===== src/rtl/lock_guard_pkg.sv =====
`timescale 1ns/1ps
package lock_guard_pkg;

  localparam int unsigned N_REQ = 4;

  typedef enum logic [1:0] {
    REQ_TABLE  = 2'd0,
    REQ_PROG   = 2'd1,
    REQ_VERIFY = 2'd2,
    REQ_XFETCH = 2'd3
  } req_kind_e;

  // Lowest protection level at which a request kind is refused.
  function automatic int unsigned deny_floor(input int unsigned kind);
    case (kind)
      REQ_TABLE:  return 1;
      REQ_PROG:   return 1;
      REQ_VERIFY: return 2;
      default:    return 3;
    endcase
  endfunction

endpackage


===== src/rtl/lock_level_decode.sv =====
`timescale 1ns/1ps
module lock_level_decode #(
  parameter int unsigned N_LOCK = 3,
  localparam int unsigned LVL_W = $clog2(N_LOCK + 1)
) (
  input  logic [N_LOCK-1:0] lock_n,
  output logic [LVL_W-1:0]  level
);

  // Count programmed (0) bits from bit 0 up to the first unprogrammed one.
  function automatic logic [LVL_W-1:0] run_depth(input logic [N_LOCK-1:0] bits);
    logic [LVL_W-1:0] depth;
    logic             broken;
    depth  = '0;
    broken = 1'b0;
    for (int i = 0; i < N_LOCK; i++) begin
      if (bits[i]) broken = 1'b1;
      else if (!broken) depth = LVL_W'(i + 1);
    end
    return depth;
  endfunction

  always_comb level = run_depth(lock_n);

endmodule


===== src/rtl/ea_sample_latch.sv =====
`timescale 1ns/1ps
module ea_sample_latch (
  input  logic clk,
  input  logic rst_n,
  input  logic ea_pin,
  output logic ea_held
);

  // No reset value on purpose: arbitrary until the first reset window.
  always_ff @(posedge clk) begin
    if (!rst_n) ea_held <= ea_pin;
  end

endmodule


===== src/rtl/req_gate.sv =====
`timescale 1ns/1ps
module req_gate #(
  parameter int unsigned LVL_W = 2,
  parameter int unsigned FLOOR = 1
) (
  input  logic             clk,
  input  logic             rst_n,
  input  logic             req,
  input  logic [LVL_W-1:0] level,
  output logic             permit,
  output logic             gnt,
  output logic             deny
);

  always_comb permit = (int'(level) < FLOOR);

  always_ff @(posedge clk) begin
    if (!rst_n) begin
      gnt  <= 1'b0;
      deny <= 1'b0;
    end else begin
      gnt  <= req & permit;
      deny <= req & ~permit;
    end
  end

endmodule


===== src/rtl/code_lock_guard.sv =====
`timescale 1ns/1ps
module code_lock_guard #(
  parameter int unsigned N_LOCK = 3,
  parameter int unsigned DATA_W = 8
) (
  input  logic              clk,
  input  logic              rst_n,
  input  logic [N_LOCK-1:0] lock_n,
  input  logic              ea_pin,
  input  logic              req_table,
  input  logic              req_prog,
  input  logic              req_verify,
  input  logic              req_xfetch,
  input  logic [DATA_W-1:0] vfy_data_in,
  output logic              gnt_table,
  output logic              deny_table,
  output logic              gnt_prog,
  output logic              deny_prog,
  output logic              gnt_verify,
  output logic              deny_verify,
  output logic              gnt_xfetch,
  output logic              deny_xfetch,
  output logic [DATA_W-1:0] vfy_data_out,
  output logic              ea_latched,
  output logic              ea_mismatch
);
  import lock_guard_pkg::*;

  localparam int unsigned LVL_W = $clog2(N_LOCK + 1);

  logic [LVL_W-1:0] lock_level;
  logic [N_REQ-1:0] req_vec, permit_vec, gnt_vec, deny_vec;
  logic             ea_held;

  lock_level_decode #(.N_LOCK(N_LOCK)) u_decode (
    .lock_n (lock_n),
    .level  (lock_level)
  );

  ea_sample_latch u_ea (
    .clk     (clk),
    .rst_n   (rst_n),
    .ea_pin  (ea_pin),
    .ea_held (ea_held)
  );

  always_comb begin
    req_vec             = '0;
    req_vec[REQ_TABLE]  = req_table;
    req_vec[REQ_PROG]   = req_prog;
    req_vec[REQ_VERIFY] = req_verify;
    req_vec[REQ_XFETCH] = req_xfetch;
  end

  for (genvar k = 0; k < N_REQ; k++) begin : g_gate
    req_gate #(.LVL_W(LVL_W), .FLOOR(deny_floor(k))) u_gate (
      .clk    (clk),
      .rst_n  (rst_n),
      .req    (req_vec[k]),
      .level  (lock_level),
      .permit (permit_vec[k]),
      .gnt    (gnt_vec[k]),
      .deny   (deny_vec[k])
    );
  end

  always_ff @(posedge clk) begin
    if (!rst_n) vfy_data_out <= '1;
    else if (req_verify && permit_vec[REQ_VERIFY]) vfy_data_out <= vfy_data_in;
    else vfy_data_out <= '1;
  end

  assign gnt_table   = gnt_vec[REQ_TABLE];
  assign deny_table  = deny_vec[REQ_TABLE];
  assign gnt_prog    = gnt_vec[REQ_PROG];
  assign deny_prog   = deny_vec[REQ_PROG];
  assign gnt_verify  = gnt_vec[REQ_VERIFY];
  assign deny_verify = deny_vec[REQ_VERIFY];
  assign gnt_xfetch  = gnt_vec[REQ_XFETCH];
  assign deny_xfetch = deny_vec[REQ_XFETCH];
  assign ea_latched  = ea_held;
  assign ea_mismatch = rst_n && (lock_level != '0) && (ea_held != ea_pin);

endmodule


===== config.mk =====
export PLATFORM = sky130hd
export DESIGN_NAME = code_lock_guard
export DESIGN_NICKNAME = d
export VERILOG_FILES = /design/src/rtl/lock_guard_pkg.sv /design/src/rtl/lock_level_decode.sv /design/src/rtl/ea_sample_latch.sv /design/src/rtl/req_gate.sv /design/src/rtl/code_lock_guard.sv
export SDC_FILE = /design/constraint.sdc
export NUM_CORES = 1
export LEC_CHECK = 0
export CAP_MARGIN = 0
export CORE_AREA = 2 2 40 49
export DETAILED_ROUTE_END_ITERATION = 7
export DIE_AREA = 0 0 42 51
export GPL_ROUTABILITY_DRIVEN = 1
export PLACE_DENSITY = 0.71
export SYNTH_ARGS = -nofsm -noshare
export SYNTH_HDL_FRONTEND = slang
export SYNTH_SLANG_ARGS = --single-unit
export TNS_END_PERCENT = 100

===== constraint.sdc =====
create_clock -name clk -period 0.85 [get_ports clk]
set_input_delay 0.085 -clock clk [delete_from_list [all_inputs] [get_ports clk]]
set_output_delay 0.085 -clock clk [all_outputs]
set_load 0.01 [all_outputs]

; ---- Word-level counts from Yosys, hierarchy flattened
; Cells that the tools add are included.
[totals]
regBits = 17
out_inout_bits = 18
word_cells = 37
[classes]
n_lt_le_gt_ge = 3
n_eq_ne = 1
n_mux = 7
bitwise = 11
reduce_logical = 5
[ops]
columns = cell, count
row1 = 1-bit AND, 8
row2 = 2-bit two-way mux, 4
row3 = "2-bit < comparator, second input constant", 2
row4 = 1-bit logical AND, 3
row5 = 1-bit two-way mux, 3
row6 = 1-bit NOT, 3
row7 = "2-bit by 1-bit < comparator with 1-bit output, second input constant", 1
row8 = 2-bit AND reduction, 1
row9 = 2-bit nonzero test, 1
row10 = 1-bit inequality test, 1

; ---- Longest topological paths before layout
[depth]
ltp_word = 8
mapped_depth = 2

; ---- By module
; A second synthesis with hierarchy kept.
[hier_totals]
cells_unflattened = 46
hier_area_um2 = 541.8
[modules_own_cells]
columns = mod, instances, cells_per_inst, area_per_inst_um2, seq_area_each_um2
row1 = code_lock_guard, 1, 20, 237.7, 160.2
row2 = req_gate at g_gate[0].u_gate ..., 2, 5, 66.3, 40.0
row3 = req_gate at g_gate[3].u_gate, 1, 6, 61.3, 40.0
row4 = req_gate at g_gate[2].u_gate, 1, 5, 60.1, 40.0
row5 = ea_sample_latch, 1, 2, 33.8, 30.0
row6 = lock_level_decode, 1, 3, 16.3, 0.0

; ---- Worst setup path before layout
; OpenSTA, ideal clock, no wires.
[synth_path]
path_type = reg-to-output
startpoint = register u_ea.ea_held
endpoint = output port ea_mismatch
arrival_ns = 0.837
required_ns = 0.765
slack_ns = -0.072
stages_incl_launch_ff = 3
cell_sequence = edfxtp_1 xnor2_1 nor3_1
[synth_via]
elab_chain_len = 2
[synth_rtl]
columns = item, line_no
row1 = "start, declared", ea_sample_latch.sv:6  ; output logic ea_held
row2 = "start signal, assigned", ea_sample_latch.sv:11  ; if (!rst_n) ea_held <= ea_pin;
row3 = 1-bit inequality test, code_lock_guard.sv:82  ; assign ea_mismatch = rst_n && (lock_level != '0) && (ea_held != ea_pin);
row4 = 1-bit logical AND, code_lock_guard.sv:82
row5 = "end, declared", code_lock_guard.sv:25  ; output logic ea_mismatch
; No other way between the ends.

; ---- Final worst setup path
; Ends and elaborated chain as after synthesis.

==> metrics <==
Final Cycle Share 1.37; I/O Buffers 35; critical path fanouts, max 2; commonest non-fill, non-tap cells in the layout clkdlybuf4s50_1 (14), buf_2 (10), dfxtp_1 (9), buf_6 (9), or2_1 (8); Final Hold Viols 0; die area 2140 um2; final non-filler cell area 916 um2; DRC 0; hold path depth 2; Antenna Nets Post-Route 0; clock root cell clkbuf_4; initial antenna violation count 0; chip width 42 um; Leakage Power 0.000402 uW; Setup Viol. Count Final 2; critical path type reg -> out; min-delay src lock_n[1]; Die Y 51 um; wire length per cell 10.8 um; Synth cell types 12; Cell Rows 17; Gate Count Post-Synth 40; Max Fclk 860 MHz; gr ovfl total 0; antenna cells 0; vias in the first global route 436; Detailed Route Iter0 Violations 1; routed wl met3 133 um; global-route wire length before repair 1810 um; Netlist Area Pre-Place 500 um2; max cap viols 0; violated checks setup timing; # IOs 36; Worst-Margin Slew 0.240 ns; CTS Buf Count 3; Power, Total 1480 uW; Startpoint Class flop; status complete, but fails checks; post-route setup slack -0.313 ns; syn avg cell area 12.5 um2; Placed Instance Area 902 um2; Yosys warnings 0; Area Overhead vs Synth 83.0%; Cell Pwr Density 1620 nW/um2; share of layout cells above drive strength 1 0.446; Crit path required time 0.76 ns; relative slew slack 0.839; post-synthesis sequential area ratio 0.700; pre-CTS setup slack -0.588 ns; M1 WL 439 um; NumNets Final 102; HPWL Detailed 863 um; crit path time final 1.16 ns; met2 WL 529 um; Data arrival, critical path 1.08 ns; Tot GR Track Use 0.113; CTS sink count 17; IR drop worst, VDD 0.560 mV; total length of routed wires 1100 um; number of detailed-route iterations in the first pass 2; Reg clk slew, reported paths 0.10 ns; Routability Congestion 0.698; endpoint type of the worst setup path primary output; TritonCTS clock tree yes; initial core utilization 0.290; Final Max Tran Viols 0; flops & latches, synth 17; Hold Path Class in -> reg; uppermost layer routed met3; commonest non-fill, non-tap cell in the layout clkdlybuf4s50_1; core area 1720 um2; Filler cells 164; vias 417; unrepaired setup endpoints after global routing yes; vias per inst 4.09; clk buf depth 2; Syn Nets 58; WHS Endpoint g_gate[2].u_gate.deny$_SDFF_PN0_; CTS H-tree lvls 1; largest net degree at the start of global routing 11; hold_buf cts 0; Hold WS 0.119 ns
## logic make-up after synthesis
logic type | after synthesis | synth area share
and+or+nand+nor | 19 | 0.225
buffers and inverters | 2 | 0.0150
DFF | 17 | 0.700
xor gates and xnor gates | 1 | 0.0175
AOI/OAI and AO/OA | 1 | 0.0425
## per-stage QoR
stage / setup TNS, ns / util / cells
2_1_floorplan: 0 / - / 40
3_3_place_gp: -5.99 / 0.524 / 97
3_5_place_dp: -6.37 / 0.524 / 97
4_1_cts: -0.561 / 0.498 / 102
5_1_grt: -0.718 / 0.532 / 102
6_report: -0.531 / 0.532 / 102
## registers in the layout (all words and copies together) (netlist names)
signal,flops
vfy_data_out,8
g_gate.u_gate.gnt,4
g_gate.u_gate.deny,4
u_ea.ea_held,1
## worst max path at each step
stage,from,cells past startpoint,endpoint
final,u_ea.ea_held$_DFFE_PN_,3,ea_mismatch
after floorplan,u_ea.ea_held$_DFFE_PN_,2,ea_mismatch
after detailed placement,rst_n,4,ea_mismatch
after global routing,u_ea.ea_held$_DFFE_PN_,3,ea_mismatch
after global placement,rst_n,4,ea_mismatch
after CTS,u_ea.ea_held$_DFFE_PN_,3,ea_mismatch
## area by class of cell
class | count | area (um2) | share of cell area
repair buffers | 39 | 345 | 0.377
clock inverters | 1 | 5.00 | 0.00546
well taps | 19 | 23.8 | 0.0260
inverters | 2 | 7.51 | 0.00820
clock buffers | 3 | 22.5 | 0.0246
flip-flops and latches | 17 | 359 | 0.392
multi-input cells | 21 | 153 | 0.167
## synth_stat cells, drive strengths merged
| cell type | number | share of area |
|---|---|---|
| dfxtp | 16 | 0.64 |
| nor2 | 1 | 0.0075 |
| inv | 2 | 0.015 |
| o211ai | 1 | 0.042 |
| or2 | 8 | 0.10 |
| nor3 | 3 | 0.030 |
| xnor2 | 1 | 0.018 |
| nand2 | 2 | 0.015 |
| edfxtp | 1 | 0.060 |
| and3 | 2 | 0.030 |
| nor3b | 2 | 0.030 |
| nor2b | 1 | 0.013 |
## worst max-delay path: stages, from the launching register on
cell and delay, ns:
edfxtp_1 0.41, xnor2_1 0.15, nor3_2 0.10, buf_2 0.15
## power breakdown
part	internal, uW	switching, uW	total (uW)
logic	139	79.6	218
clock network	175	243	417
registers	838	10.5	849
total	1150	333	1480
## what timing repair did
item | 4_1_cts | 5_1_grt
setup endpoints to repair | 26 | 14
buffers inserted | 1 | 0
gates resized for setup | 75 | 14
## layer usage
metal | track usage | up-vias
li1 | - | 214
met1 | 0.115 | 180
met2 | 0.201 | 23
met3 | 0.0389 | 0
met4 | 0.0645 | 0
met5 | 0 | -
(Power assumes the default switching activity.)
